<file path="src/rtl/regop_pkg.sv">
package regop_pkg;
   typedef enum logic [2:0] {
      ST_IDLE, ST_DECODE, ST_EXECUTE, ST_ACK, ST_WAIT_REL
   } state_e;

   typedef enum logic [1:0] {
      ROLE_MASTER, ROLE_SLAVE, ROLE_IACK
   } role_e;

   typedef enum logic [2:0] {
      OP_IACK, OP_REG_RD, OP_REG_WR, OP_VEC_RD, OP_VEC_WR, OP_NULL_RD, OP_NULL_WR
   } op_e;
endpackage

</file>
<file path="src/rtl/regop_sync.sv">
module regop_sync #(
   parameter int W      = 1,
   parameter int STAGES = 2
) (
   input  logic         clk,
   input  logic         rst,
   input  logic [W-1:0] d,
   output logic [W-1:0] q
);
   logic [STAGES-1:0][W-1:0] chain;

   generate
      if (STAGES < 2) begin : g_bad
         $error("regop_sync: STAGES must be at least 2");
      end
   endgenerate

   always_ff @(posedge clk) begin
      if (rst) chain <= '0;
      else     chain <= {chain[STAGES-2:0], d};
   end

   assign q = chain[STAGES-1];
endmodule

</file>
<file path="src/rtl/regop_decode.sv">
module regop_decode
   import regop_pkg::*;
#(
   parameter int RS_W     = 5,
   parameter int NUM_REGS = 8,
   parameter int VEC_ADDR = 16
) (
   input  logic [RS_W-1:0] rs,
   input  logic            rd,
   input  role_e           role,
   output op_e             op,
   output logic            global_op
);
   logic is_reg, is_vec;

   assign is_reg = int'(rs) < NUM_REGS;
   assign is_vec = rs == RS_W'(VEC_ADDR);

   always_comb begin
      if (role == ROLE_IACK)      op = OP_IACK;
      else if (is_reg)            op = rd ? OP_REG_RD : OP_REG_WR;
      else if (is_vec)            op = rd ? OP_VEC_RD : OP_VEC_WR;
      else                        op = rd ? OP_NULL_RD : OP_NULL_WR;
      // a slave takes part in writes only; its reads are silent
      if (role == ROLE_SLAVE && rd) op = OP_NULL_RD;
   end

   assign global_op = (op == OP_REG_WR) || (op == OP_VEC_WR);
endmodule

</file>
<file path="src/rtl/regop_regfile.sv">
module regop_regfile #(
   parameter int         NUM_REGS  = 8,
   parameter int         IDX_W     = 3,
   parameter logic [7:0] RESET_VEC = 8'h0F
) (
   input  logic             clk,
   input  logic             rst,
   input  logic             we_hi,
   input  logic             we_lo,
   input  logic [IDX_W-1:0] idx,
   input  logic [15:0]      wdata,
   output logic [15:0]      rdata,
   input  logic             vec_we,
   input  logic [7:0]       vec_wdata,
   output logic [7:0]       vec_q
);
   logic [15:0] regs [NUM_REGS];

   always_ff @(posedge clk) begin
      if (rst) begin
         for (int i = 0; i < NUM_REGS; i++) regs[i] <= '0;
         vec_q <= RESET_VEC;
      end else begin
         for (int i = 0; i < NUM_REGS; i++) begin
            if (we_hi && idx == IDX_W'(i)) regs[i][15:8] <= wdata[15:8];
            if (we_lo && idx == IDX_W'(i)) regs[i][7:0]  <= wdata[7:0];
         end
         if (vec_we) vec_q <= vec_wdata;
      end
   end

   assign rdata = (int'(idx) < NUM_REGS) ? regs[idx] : '0;
endmodule

</file>
<file path="src/rtl/regop_seq.sv">
module regop_seq
   import regop_pkg::*;
#(
   parameter int         RS_W      = 5,
   parameter int         NUM_REGS  = 8,
   parameter int         VEC_ADDR  = 16,
   parameter int         SYNC_STG  = 2,
   parameter logic [7:0] RESET_VEC = 8'h0F
) (
   input  logic            clk,
   input  logic            rst,
   input  logic            sel_i,
   input  logic            as_i,
   input  logic            ustrb_i,
   input  logic            lstrb_i,
   input  logic            iack_i,
   input  logic            irq_i,
   input  logic            go_in_i,
   input  logic [RS_W-1:0] rs_i,
   input  logic            rd_i,
   input  logic [15:0]     wdata_i,
   output logic [15:0]     rdata_o,
   output logic            xcvr_en_o,
   output logic            dack_o,
   output logic            go_out_o
);
   localparam int IDX_W = (NUM_REGS > 1) ? $clog2(NUM_REGS) : 1;
   localparam int N_SYNC = 7;

   generate
      if (NUM_REGS < 2 || NUM_REGS > 2**RS_W) begin : g_bad_regs
         $error("regop_seq: NUM_REGS out of range");
      end
      if (VEC_ADDR < NUM_REGS || VEC_ADDR >= 2**RS_W) begin : g_bad_vec
         $error("regop_seq: VEC_ADDR must lie above the registers");
      end
   endgenerate

   // synchronized control inputs
   logic s_sel, s_as, s_u, s_l, s_iack, s_irq, s_go;

   regop_sync #(.W(N_SYNC), .STAGES(SYNC_STG)) u_sync (
      .clk (clk),
      .rst (rst),
      .d   ({sel_i, as_i, ustrb_i, lstrb_i, iack_i, irq_i, go_in_i}),
      .q   ({s_sel, s_as, s_u, s_l, s_iack, s_irq, s_go})
   );

   logic any_strb, start_m, start_s, start_i;
   assign any_strb = s_u | s_l;
   assign start_i  = s_iack & s_irq & any_strb;
   assign start_m  = s_sel & any_strb;
   assign start_s  = s_go & any_strb & ~s_sel;

   state_e            state;
   role_e             role;
   op_e               op_q, dec_op;
   logic              dec_glob, glob_q, released, lane_u, lane_l, rd_q;
   logic [RS_W-1:0]   rs_q;
   logic [15:0]       wd_q, rdata_q, reg_rdata;
   logic [7:0]        vec_q;

   regop_decode #(.RS_W(RS_W), .NUM_REGS(NUM_REGS), .VEC_ADDR(VEC_ADDR)) u_dec (
      .rs        (rs_q),
      .rd        (rd_q),
      .role      (role),
      .op        (dec_op),
      .global_op (dec_glob)
   );

   logic exec, we_hi, we_lo, vec_we;
   assign exec   = state == ST_EXECUTE;
   assign we_hi  = exec && op_q == OP_REG_WR && lane_u;
   assign we_lo  = exec && op_q == OP_REG_WR && lane_l;
   assign vec_we = exec && op_q == OP_VEC_WR && lane_l;

   regop_regfile #(.NUM_REGS(NUM_REGS), .IDX_W(IDX_W), .RESET_VEC(RESET_VEC)) u_rf (
      .clk       (clk),
      .rst       (rst),
      .we_hi     (we_hi),
      .we_lo     (we_lo),
      .idx       (rs_q[IDX_W-1:0]),
      .wdata     (wd_q),
      .rdata     (reg_rdata),
      .vec_we    (vec_we),
      .vec_wdata (wd_q[7:0]),
      .vec_q     (vec_q)
   );

   always_ff @(posedge clk) begin
      if (rst) begin
         state    <= ST_IDLE;
         role     <= ROLE_MASTER;
         op_q     <= OP_NULL_RD;
         glob_q   <= 1'b0;
         released <= 1'b0;
         lane_u   <= 1'b0;
         lane_l   <= 1'b0;
         rd_q     <= 1'b1;
         rs_q     <= '0;
         wd_q     <= '0;
         rdata_q  <= '0;
      end else begin
         case (state)
            ST_IDLE: begin
               released <= 1'b0;
               if (start_i || start_m || start_s) begin
                  role   <= start_i ? ROLE_IACK : (start_m ? ROLE_MASTER : ROLE_SLAVE);
                  lane_u <= s_u;
                  lane_l <= s_l;
                  rs_q   <= rs_i;
                  rd_q   <= rd_i;
                  wd_q   <= wdata_i;
                  state  <= ST_DECODE;
               end
            end
            ST_DECODE: begin
               op_q   <= dec_op;
               glob_q <= dec_glob;
               state  <= ST_EXECUTE;
            end
            ST_EXECUTE: begin
               case (op_q)
                  OP_IACK, OP_VEC_RD: rdata_q <= {8'h00, vec_q};
                  OP_REG_RD:  rdata_q <= {lane_u ? reg_rdata[15:8] : 8'h00,
                                          lane_l ? reg_rdata[7:0]  : 8'h00};
                  OP_NULL_RD: rdata_q <= {lane_u ? 8'hFF : 8'h00,
                                          lane_l ? 8'hFF : 8'h00};
                  default:    rdata_q <= '0;
               endcase
               state <= ST_ACK;
            end
            ST_ACK: state <= ST_WAIT_REL;
            ST_WAIT_REL: begin
               if (!any_strb) begin
                  released <= 1'b1;
                  if (!s_as) state <= ST_IDLE;
               end else if (released && !s_as) begin
                  state <= ST_IDLE;
               end else if (released && (start_m || start_s)) begin
                  role     <= start_m ? ROLE_MASTER : ROLE_SLAVE;
                  lane_u   <= s_u;
                  lane_l   <= s_l;
                  rs_q     <= rs_i;
                  rd_q     <= rd_i;
                  wd_q     <= wdata_i;
                  released <= 1'b0;
                  state    <= ST_DECODE;
               end
            end
            default: state <= ST_IDLE;
         endcase
      end
   end

   logic active;
   assign active    = state != ST_IDLE && !released && role != ROLE_SLAVE;
   assign xcvr_en_o = active;
   assign dack_o    = active && (state == ST_ACK || state == ST_WAIT_REL);
   assign go_out_o  = role == ROLE_MASTER && !released && glob_q &&
                      (state == ST_EXECUTE || state == ST_ACK || state == ST_WAIT_REL);
   assign rdata_o   = active ? rdata_q : '0;
endmodule

</file>
<file path="config.mk">
export PLATFORM = sky130hd
export DESIGN_NAME = regop_seq
export DESIGN_NICKNAME = d
export VERILOG_FILES = /design/src/rtl/regop_pkg.sv /design/src/rtl/regop_sync.sv /design/src/rtl/regop_decode.sv /design/src/rtl/regop_regfile.sv /design/src/rtl/regop_seq.sv
export SDC_FILE = /design/constraint.sdc
export NUM_CORES = 1
export LEC_CHECK = 0
export BUFFER_PORTS_ARGS = -buffer_cell sky130_fd_sc_hd__buf_4
export CAP_MARGIN = 30
export CORE_MARGIN = 2
export CORE_UTILIZATION = 40
export CTS_CLUSTER_SIZE = 12
export DETAILED_ROUTE_END_ITERATION = 7
export HOLD_SLACK_MARGIN = 0.03
export REMOVE_ABC_BUFFERS = 1
export SYNTH_ARGS = -nofsm -noshare
export SYNTH_HDL_FRONTEND = slang
export SYNTH_HIERARCHICAL = 1
export SYNTH_SLANG_ARGS = --single-unit
</file>
<file path="constraint.sdc">
create_clock -name clk -period 2.67 [get_ports clk]
set_clock_uncertainty 0.15 [all_clocks]
set_input_delay 0 -clock clk [delete_from_list [all_inputs] [get_ports clk]]
set_output_delay 0 -clock clk [all_outputs]
set_load 0.05 [all_outputs]
</file>
# Word level (Yosys, flattened, before mapping)
# Memories as Yosys holds them, arrays and structs flattened. A register that Yosys moved wholly into a read port is not among the register bits.
# Index checks and enable logic that the tools add are counted.
# op_classes
magnitude_cmp	1
eq_ne	30
n_mux	123
bitwise_logic	23
n_reduce_logical	49
# ops
cell	count
two-way mux 8 bit	20
two-way mux 16 bit	5
two-way mux 1 bit	66
one-hot mux 16 bit (3 select lines)	1
two-way mux 3 bit	12
one-hot mux 16 bit (2 select lines)	1
logical AND 1 bit	30
== test 3 bit, second input constant	8
== test 3 x 2 -> 1 bit, second input constant	7
two-way mux 5 bit	4
OR 1 bit	17
one-hot mux 3 bit (5 select lines)	1
two-way mux 2 bit	7
one-hot mux 5 bit (2 select lines)	1
== test 3 x 1 -> 1 bit, second input constant	3
zero test 3 bit	3
inequality test 3 bit, second input constant	3
inequality test 2 bit, second input constant	4
one-hot mux 1 bit (2 select lines)	4
logical OR 1 bit	7
AND reduction 3 bit	2
bitwise AND 1 bit	5
== test 5 bit, second input constant	1
less-than comparator 5 x 4 -> 1 bit, second input constant	1
12 further kinds	13
# word_totals
regBits	72
ram_bits	128
input_bits	31
out_inout_bits	19
elab_cells	241
n_memories	1
# mem_list
memory	depth	width	read_ports	rd_ports_with_merged_regs	wr	line	rtl
u_rf.regs	8	16	1	1	8	regop_regfile.sv:17	logic [15:0] regs [NUM_REGS];

# Longest topological paths before layout
# Gate-level depths: netlist of run 1.
# logic_depth
ltp_word	11
depth_mapped	9
ltp_nobuf	7

# Modules after synthesis
# The synthesis of run 1 kept the hierarchy.
# modules_own_cells
module	n_inst	cells_each	area_each_um2	seq_area_each_um2
regop_regfile	1	430	5894.4	4003.8
regop_seq	1	291	2402.3	1001.0
regop_sync	1	36	460.4	280.3
regop_decode	1	14	105.1	0.0

# Worst setup path before layout of run 1
# Ideal clock, no wire load.
# synth_path
path_type	register to register
startpoint	register state[2]
endpoint	memory u_rf.regs[5][0] (enable)
setup_ns	0.334
arrival_time_ns	2.170
t_required_ns	2.186
path_slack_ns	0.016
stages_incl_launch_ff	10
path_buffers	3
period_less_slack_ns	2.654
cell_sequence	dfxtp_1 or3b_1 buf_2 buf_1 nor3_1 and3_1 nor2b_1 clkbuf_1 nand3_1 nand2b_1
# synth_lines
element	line	rtl
from (decl)	regop_seq.sv:55	state_e state;
from (signal assigned)	regop_seq.sv:92	state <= ST_IDLE;
from (signal assigned)	regop_seq.sv:114	state <= ST_DECODE;
from (signal assigned)	regop_seq.sv:120	state <= ST_EXECUTE;
to (decl)	regop_regfile.sv:17	

==> out/results.tsv, run 1 <==
metric	value	unit
setup_viol	0	
route.vias.total	6222	
regArea	0.00529	sq mm
synthXorXnorAreaFrac	0.00198	
critPathKind	reg -> reg	
synthFlopType	edfxtp_1	
die_area	0.0234	sq mm
maxCapViolations	0	
antenna_found_initial	0	
ys_ff_latch	200	
powerDensity	640	mW/mm^2
status	complete, no violations	
multi_input_area	0.00326	sq mm
portBuffers	49	
grtUsageMet1	0.246	
clkSlewWorstSetupHoldPaths	0.07	ns
tritoncts	done	
grt_max_degree	74	
initial_core_util	0.407	
finalInstanceArea	0.0107	sq mm
routed_wirelength	20700	um
required	2.59	ns
hold_depth	3	
antenna_left	0	
synth_top_area_share	0.434	
htreeDepth	4	
synth_top_cell_by_area	edfxtp_1	
gp_congestion	0.800	
grt_pass1_vias	6262	
rsz0062_at_grt	false	
insertion_delay	0.43	ns
yosysWarnings	6	
synth_top_family_by_area	simple AND/OR/NAND/NOR gates	
ys_async_sr_fraction	0	
worst_pin_slew	0.726	ns
finalPower	6.85	mW
grt_overflow	0	
syn-cell-area	0.00886	sq mm
post_cts_buffers	0	
synth_compound_area_frac	0.105	
synth-simple-area-share	0.177	
clock-root-buffer	clkbuf_16	
met3_usage	0.0357	
drc	0	
hold_viol	0	
ioPinCount	50	
netlist_instances	771	
cp_max_fo	8	
relSlewSlack	0.516	
diodes	0	
num_rows	54	
yosys-top-cells-count	edfxtp_1 (128), nor2_1 (121), dfxtp_1 (72)	
detail_route.wl_per_cell	17.8	um
start_kind	flip-flop	
ys_seq_area_frac	0.596	
synth_fa_ha_area_frac	0.00141	
synth.distinct_cells	57	
hp-class	in -> reg	
final_nets	907	
synthMuxAreaShare	0.0785	
drt_iter0_markers	370	
period_share	0.934	
grt_first_pass_wirelength	33800	um
die_h	153	um
cp.arrival	2.42	ns
globalRouteTotalUtil	0.183	
cts_buffers	17	
syn_avg_cell_area	11.5	sq um
drive_gt1_frac	0.205	
post-dp-hpwl	14100	um
min_period	2.49	ns
synth_edf_count	128	
drt_first_pass_iters	5	
top_usage_layer	met2	
end_kind	flip-flop	
cts.sink_count	200	
die_w	153	um
synthTopCellsByArea	edfxtp_1 (43%), dfxtp_1 (16%), nor2_1 (5.1%), mux2_2 (3.0%), mux4_2 (2.5%)	
slew_violations	0	
p_leak	3.90	nW
max_freq	401	MHz
yosysMostFrequentCell	edfxtp_1	
post_drt_via_cell_ratio	5.33	
cts_buffer_depth	2	
postPlaceCellArea	0.00966	sq mm
use_met2	0.309	
fillers	1965	
synthToLayoutAreaGrowth	20.9	%
core	0.0218	sq mm
rr_worst_depth	6	
ir_drop	0.425	mV
[area by class of cell]
| type | count | area share |
|---|---|---|
| Inverter | 19 | 0.00666 |
| Sequential cell | 200 | 0.494 |
| Timing Repair Buffer | 140 | 0.112 |
| Clock buffer | 18 | 0.0401 |
| Clock inverter | 14 | 0.0105 |
| Tap cell | 280 | 0.0327 |
| Multi-Input combinational cell | 497 | 0.305 |
[worst paths after layout]
kind / from / to / slack, ns
setup / recovery: state[2]$_SDFFE_PP0P_ / u_rf/regs[5][1]$_SDFFCE_PN0P_ / 0.18
hold / removal: ustrb_i / u_sync/chain[4]$_SDFF_PP0_ / 0.17
setup reg to reg: state[2]$_SDFFE_PP0P_ / u_rf/regs[5][1]$_SDFFCE_PN0P_ / 0.18
hold reg to reg: u_sync/chain[6]$_SDFF_PP0_ / u_sync/q[6]$_SDFF_PP0_ / 0.28
[per-stage QoR]
step	setup WS, ns	utilization	hold WS, ns	instances	setup TNS, ns
6_report	0.175	0.492	0.168	1168	0
5_1_grt	0.0265	0.492	0.167	1168	0
4_1_cts	0.0876	0.492	0.142	1168	0
3_5_place_dp	0.184	0.444	0.0607	1086	0
3_3_place_gp	0.210	0.443	0.0599	1085	0
2_1_floorplan	-0.981	-	-0.0842	716	-39.68
[repair_timing]
action                                 CTS  global route
endpoints found under the hold margin   37             0
hold buffers                            50             0
gates resized for setup                  0             3
setup endpoints to repair                0            15
[cells in the final DEF (no fill, tap or decap), drive strengths merged, types with 10 or more instances in the layout]
master and instances:
nand2 13, nor3 24, inv 27, mux4 10
nand2b 32, nor2 122, nand3b 10, edfxtp 128
a21oi 27, nand3 29, dlygate4sd3 50, buf 90
mux2 24, o22ai 14, dfxtp 72, mux2i 20
nor2b 25, clkbuf 18, o21ai 46, and2 17
[critical path, stage by stage, from the launching register on]
cell and delay (ns):
dfxtp_1 0.31, or3b_1 0.39, nor3_1 0.23, and3_1 0.23
nor2b_1 0.32, nand3_1 0.15, nand2b_1 0.35
[registers in the layout, indices dropped and copies added (netlist names)]
| register | count |
|---|---|
| released | 1 |
| rs_q | 5 |
| wd_q | 16 |
| rd_q | 1 |
| u_rf/regs | 128 |
| lane_u | 1 |
| rdata_q | 16 |
| state | 3 |
| lane_l | 1 |
| u_sync/q | 7 |
| glob_q | 1 |
| u_sync/chain | 7 |
| u_rf/vec_q | 8 |
| role | 2 |
| op_q | 3 |
[where the power goes]
part	switching, mW	internal (mW)	total [mW]	leakage (nW)
clock	1.18	1.22	2.40	0.270
combinational	0.581	0.366	0.947	1.72
sequential	0.0777	3.43	3.50	1.91
[cell families after synthesis]
kind of cell               count (synthesis)
buffers and inverters                     74
and+or+nand+nor                          299
DFF                                      200
AOI/OAI and AO/OA                        141
adders and majority gates                  1
xor gates and xnor gates                   2
muxes                                     54
[routing by layer]
metal  share of wire  up-vias
met5               0        -
met4           0.010        0
met3           0.038       21
met2            0.50      135
met1            0.45     3058
li1                -     3008
Note: power is estimated with default switching activity, not from simulation.
==> run 2, diff against run 1 <==
- clock period: 2.67 -> 2.35 ns (I/O delays scaled with it)
==> out/results.tsv, run 2 (synthesis results as in run 1) <==
metric	value	unit	change
die_w	153	um	unchanged
post_drt_via_cell_ratio	5.33		about the same
gp_congestion	0.845		+5.7%
final_common_cell	edfxtp_1		
setup_viol	0		unchanged
drive_gt1_frac	0.227		+0.0223
antenna_found_initial	0		unchanged
portBuffers	49		unchanged
htreeDepth	4		unchanged
grt_overflow	0		unchanged
ir_drop	0.488	mV	+15%
period_share	0.972		+0.0377
hold_viol	0		unchanged
cts.sink_count	200		unchanged
final_cell_mix	edfxtp_1 (128), nor2_1 (120), buf_4 (107)		
drc	0		unchanged
drt_iter0_markers	358		-3.2%
ioPinCount	50		unchanged
final_core_util	0.498		+0.00541
routed-wl-met2	10500	um	+1.4%
antenna_left	0		unchanged
num_rows	54		unchanged
rsz0062_at_grt	true		
routed.top_layer	met4		
clkSlewWorstSetupHoldPaths	0.08	ns	about the same
status	complete, no violations		
p_leak	3.98	nW	+2.1%
die_h	153	um	unchanged
max_freq	438	MHz	+9.2%
top_register	u_rf/regs		
grt_first_pass_wirelength	34100	um	+1.0%
grt_pass1_vias	6367		+1.7%
relSlewSlack	0.543		+0.0267
maxCapViolations	0		unchanged
slew_violations	0		unchanged
drt_first_pass_iters	5		unchanged
hp-class	in -> reg		
cp_max_fo	14		+6
setup_ws	0.0658	ns	-0.110 ns
clock-root-buffer	clkbuf_16		
end_kind	flip-flop		
drt-met1-wl	9540	um	+2.1%
post-dp-hpwl	14700	um	+4.4%
largest_reg_flops	128		unchanged
required	2.57	ns	-0.02 ns
cp.arrival	2.50	ns	+0.08 ns
routed_wirelength	21300	um	+2.8%
core	0.0218	sq mm	unchanged
wl_met3	923	um	+17%
detail_route.wl_per_cell	18.0	um	+1.5%
tritoncts	done		
insertion_delay	0.44	ns	about the same
route.vias.total	6305		+1.3%
grt_max_degree	67		-9.5%
cts_buffers	17		unchanged
final_nets	921		+1.5%
synthToLayoutAreaGrowth	22.2	%	
globalRouteTotalUtil	0.187		+0.00357
worst_pin_slew	0.686	ns	-0.0400 ns
cts_buffer_depth	2		unchanged
powerDensity	727	mW/mm^2	+14%
min_period	2.28	ns	-0.210 ns
initial_core_util	0.407		unchanged
die_area	0.0234	sq mm	unchanged
setup_tns	0	ns	unchanged
critPathKind	reg -> reg		
top_regs	u_rf/regs (128), rdata_q (16), wd_q (16)		
place_ws	0.0777	ns	-0.106 ns
start_kind	flip-flop		
## run 2: cell types whose count changed in the layout (fill, tap and decap cells not counted), moves of 2 or more
cell | before | now
buf_4 | 88 | 107
dlygate4sd3_1 | 50 | 45
inv_6 | 5 | 1
clkinv_4 | 2 | 5
inv_4 | 1 | 3
## run 2: per-layer routing
metal | vias to the layer above | GRT usage
li1 | 3028 | -
met1 | 3092 | 0.247
met2 | 156 | 0.314
met3 | 29 | 0.0388
met4 | 0 | 0.0529
met5 | - | 0
## run 2: final cells by class
type / instances / area [sq um]
fillers: 1983 / 10900
flip-flops and latches: 200 / 5290
multi-input cells: 497 / 3270
repair buffers: 154 / 1290
clock buffers: 18 / 439
well taps: 280 / 350
clock inverters: 14 / 115
inverters: 19 / 71.3
diodes: 1 / 2.50
## run 2: final timing paths
path | startpoint | end | slack, ns | depth (start not counted)
worst max-delay path | u_sync/q[6]$_SDFF_PP0_ | rs_q[1]$_SDFFE_PP0P_ | 0.07 | 5
worst min-delay path | as_i | u_sync/chain[5]$_SDFF_PP0_ | 0.16 | 3
worst max register to register | u_sync/q[6]$_SDFF_PP0_ | rs_q[1]$_SDFFE_PP0P_ | 0.07 | 5
worst min register to register | u_sync/chain[6]$_SDFF_PP0_ | u_sync/q[6]$_SDFF_PP0_ | 0.29 | 1
## run 2: metrics by stage
| stage | total power [mW] | hold slack [ns] | cells | area [sq um] |
|---|---|---|---|---|
| 2_1_floorplan | 4.64 | -0.0842 | 716 | 8590 |
| 3_3_place_gp | 5.09 | 0.0575 | 1104 | 9780 |
| 3_5_place_dp | 5.10 | 0.0609 | 1105 | 9800 |
| 4_1_cts | 7.91 | 0.143 | 1182 | 10800 |
| 5_1_grt | 8.18 | 0.155 | 1182 | 10800 |
| 6_report | 7.87 | 0.156 | 1183 | 10800 |
## run 2: worst max-delay path: stages (launching register included)
cell and delay [ns]:
dfxtp_1 0.42, a211oi_2 0.08, o21ai_2 0.54, nand3_1 0.25, a21oi_1 0.20, dlygate4sd3_1 0.58
## run 2: timing repair
item | in CTS | in global routing
hold buffers | 45 | 0
setup buffers | 0 | 0
resized for setup | 0 | 7
endpoints found under the setup margin | 0 | 38
hold endpoints to repair | 33 | 0
## run 2: where the power goes
group | switching, mW | internal, mW | leakage (nW)
Combinational | 0.683 | 0.428 | 1.79
Clock | 1.38 | 1.41 | 0.281
Sequential | 0.0840 | 3.89 | 1.91
==> run 3, diff against run 2 <==
- CELL_PAD_IN_SITES_DETAIL_PLACEMENT: unset -> 1
- CELL_PAD_IN_SITES_GLOBAL_PLACEMENT: unset -> 1
- PLACE_DENSITY_LB_ADDON: unset -> 0.1
==> out/results.tsv, run 3 (synthesis results as in run 1) <==
metric	value	unit	change
status	complete, no violations		
htreeDepth	4		unchanged
post_drt_via_cell_ratio	5.40		+1.3%
setup_viol	0		unchanged
grt_max_degree	67		unchanged
hp-class	in -> reg		
path_depth	6		+1
setup_ws	0.142	ns	+0.0764 ns
post-dp-hpwl	16700	um	+14%
grt_overflow	0		unchanged
powerDensity	737	mW/mm^2	+1.4%
relSlewSlack	0.499		-0.0440
period_share	0.939		-0.0325
portBuffers	49		unchanged
rr_worst_depth	8		+3
grt_first_pass_wirelength	37300	um	+9.5%
fillers	2336		+18%
crit_family	buffers and inverters		
cts_buffer_depth	2		unchanged
die_w	153	um	unchanged
final_cell_mix	edfxtp_1 (128), nor2_1 (121), buf_4 (103)		
critPathKind	reg -> out		
reg2reg_slack	0.14	ns	+0.08 ns
maxCapViolations	0		unchanged
die_area	0.0234	sq mm	unchanged
globalRouteTotalUtil	0.207		+0.0195
end_kind	output port		
start_kind	flip-flop		
slew_violations	0		unchanged
cp.arrival	2.06	ns	-0.44 ns
p_leak	3.88	nW	-2.3%
final_common_cell	edfxtp_1		
antenna_found_initial	0		unchanged
cp-startpoint	state[2]$_SDFFE_PP0P_		
cts.sink_count	200		unchanged
crit_top_cell	buf_4		
top_regs	u_rf/regs (128), rdata_q (16), wd_q (16)		
max_freq	453	MHz	+3.5%
cpPeakStageDelay	0.33	ns	-0.25 ns
rr_startpoint	state[2]$_SDFFE_PP0P_		
routed_wirelength	23600	um	+11%
antenna_left	0		unchanged
top_register	u_rf/regs		
gp_congestion	0.780		-7.7%
ir_drop	0.445	mV	-8.9%
clock-root-buffer	clkbuf_16		
multi_input_area	0.00328	sq mm	+0.27%
initial_core_util	0.407		unchanged
route.vias.total	6298		-0.11%
num_rows	54		unchanged
hold_depth	3		unchanged
drt_first_pass_iters	4		-1
worstHoldStart	ustrb_i		
ioPinCount	50		unchanged
grt_pass1_vias	6906		+8.5%
hold_viol	0		unchanged
tritoncts	done		
holdPathEnd	u_sync/chain[4]$_SDFF_PP0_		
final_nets	906		-1.6%
rsz0062_at_grt	false		
finalPower	7.92	mW	+0.55%
path_cells	buf_4, nor3_1, nor3_2, buf_4, and2_1, buf_4		
place_ws	-0.0182	ns	-0.0959 ns
rr_endpoint	u_rf/regs[5][15]$_SDFFCE_PN0P_		
detail_route.wl_per_cell	20.2	um	+12%
core	0.0218	sq mm	unchanged
required	2.20	ns	-0.37 ns
finalInstanceArea	0.0107	sq mm	-0.80%
insertion_delay	0.44	ns	about the same
drt_iter0_markers	295		-18%
diodes	0		-1
clkSlewWorstSetupHoldPaths	0.08	ns	about the same
cp_slowest_cell	dfxtp_1		
cp_max_fo	13		-1
path_buf_inv	3		+2
drive_gt1_frac	0.237		+0.00948
drc	0		unchanged
setup_tns	0	ns	unchanged
synthToLayoutAreaGrowth	21.2	%	
cts_buffers	17		unchanged
die_h	153	um	unchanged
postPlaceCellArea	0.00983	sq mm	+0.36%
min_period	2.21	ns	-0.0764 ns
worst_pin_slew	0.747	ns	+0.0610 ns
largest_reg_flops	128		unchanged
regArea	0.00529	sq mm	about the same
## run 3: cell count changes in the layout (fill, tap and decap cells not counted), moves of 3 or more
cell,previous run,this run
nand2b_1,30,25
inv_4,3,0
buf_4,107,103
dlygate4sd3_1,45,30
nand2b_2,2,7
inv_6,1,4
buf_12,1,5
## run 3: report_power, final
part | internal, mW | leakage (nW) | total (mW) | switching (mW)
combinational | 0.421 | 1.70 | 1.11 | 0.686
sequential | 3.89 | 1.91 | 3.99 | 0.0953
clock | 1.41 | 0.272 | 2.82 | 1.42
total | 5.72 | 3.88 | 7.92 | 2.20
## run 3: worst register-to-register path: stages, from the launching register on
cell	delay (ns)
dfxtp_1	0.31
or3b_1	0.43
nor3_2	0.17
and3_1	0.22
nor2b_1	0.14
buf_4	0.14
nand3_1	0.09
nand2b_1	0.14
buf_12	0.14
## run 3: worst max path at each step
| stage | to | slack [ns] |
|---|---|---|
| finish | rdata_o[9] | 0.14 |
| global route | u_rf/regs[5][15]$_SDFFCE_PN0P_ | 0.03 |
| CTS | u_rf/regs[1][14]$_SDFFCE_PN0P_ | 0.01 |
| detailed placement | u_rf/regs[3][11]$_SDFFCE_PN0P_ | -0.02 |
| global placement | u_rf/regs[5][1]$_SDFFCE_PN0P_ | 0.05 |
| floorplan | dack_o | -1.30 |
## run 3: final cells by class
cell class,instances,share of cell area
inverter,19,0.00664
multi-input combinational,497,0.305
sequential,200,0.493
clock inverter,14,0.0126
tap,280,0.0326
timing repair buffer,139,0.110
clock buffer,18,0.0400
## run 3: what timing repair did
item | CTS | global route
hold buffers | 30 | 0
buffers inserted | 0 | 0
gates resized for setup | 5 | 10
setup endpoints to repair | 33 | 70
endpoints found under the hold margin | 38 | 0
pin swaps | 0 | 1
## run 3: through the flow
stage,hold WS (ns),util,instances
after floorplan,-0.0842,-,716
after global placement,0.0579,0.452,1104
after detailed placement,0.0651,0.452,1104
after CTS,0.137,0.492,1166
after global routing,0.156,0.494,1167
final,0.159,0.494,1167
## run 3: layer usage
layer | global-route usage | routed length, um | vias up
met1 | 0.255 | 10300 | 3182
met5 | 0 | 0 | -
met3 | 0.0315 | 457 | 29
met2 | 0.372 | 12400 | 82
met4 | 0.0657 | 484 | 0
li1 | - | - | 3005
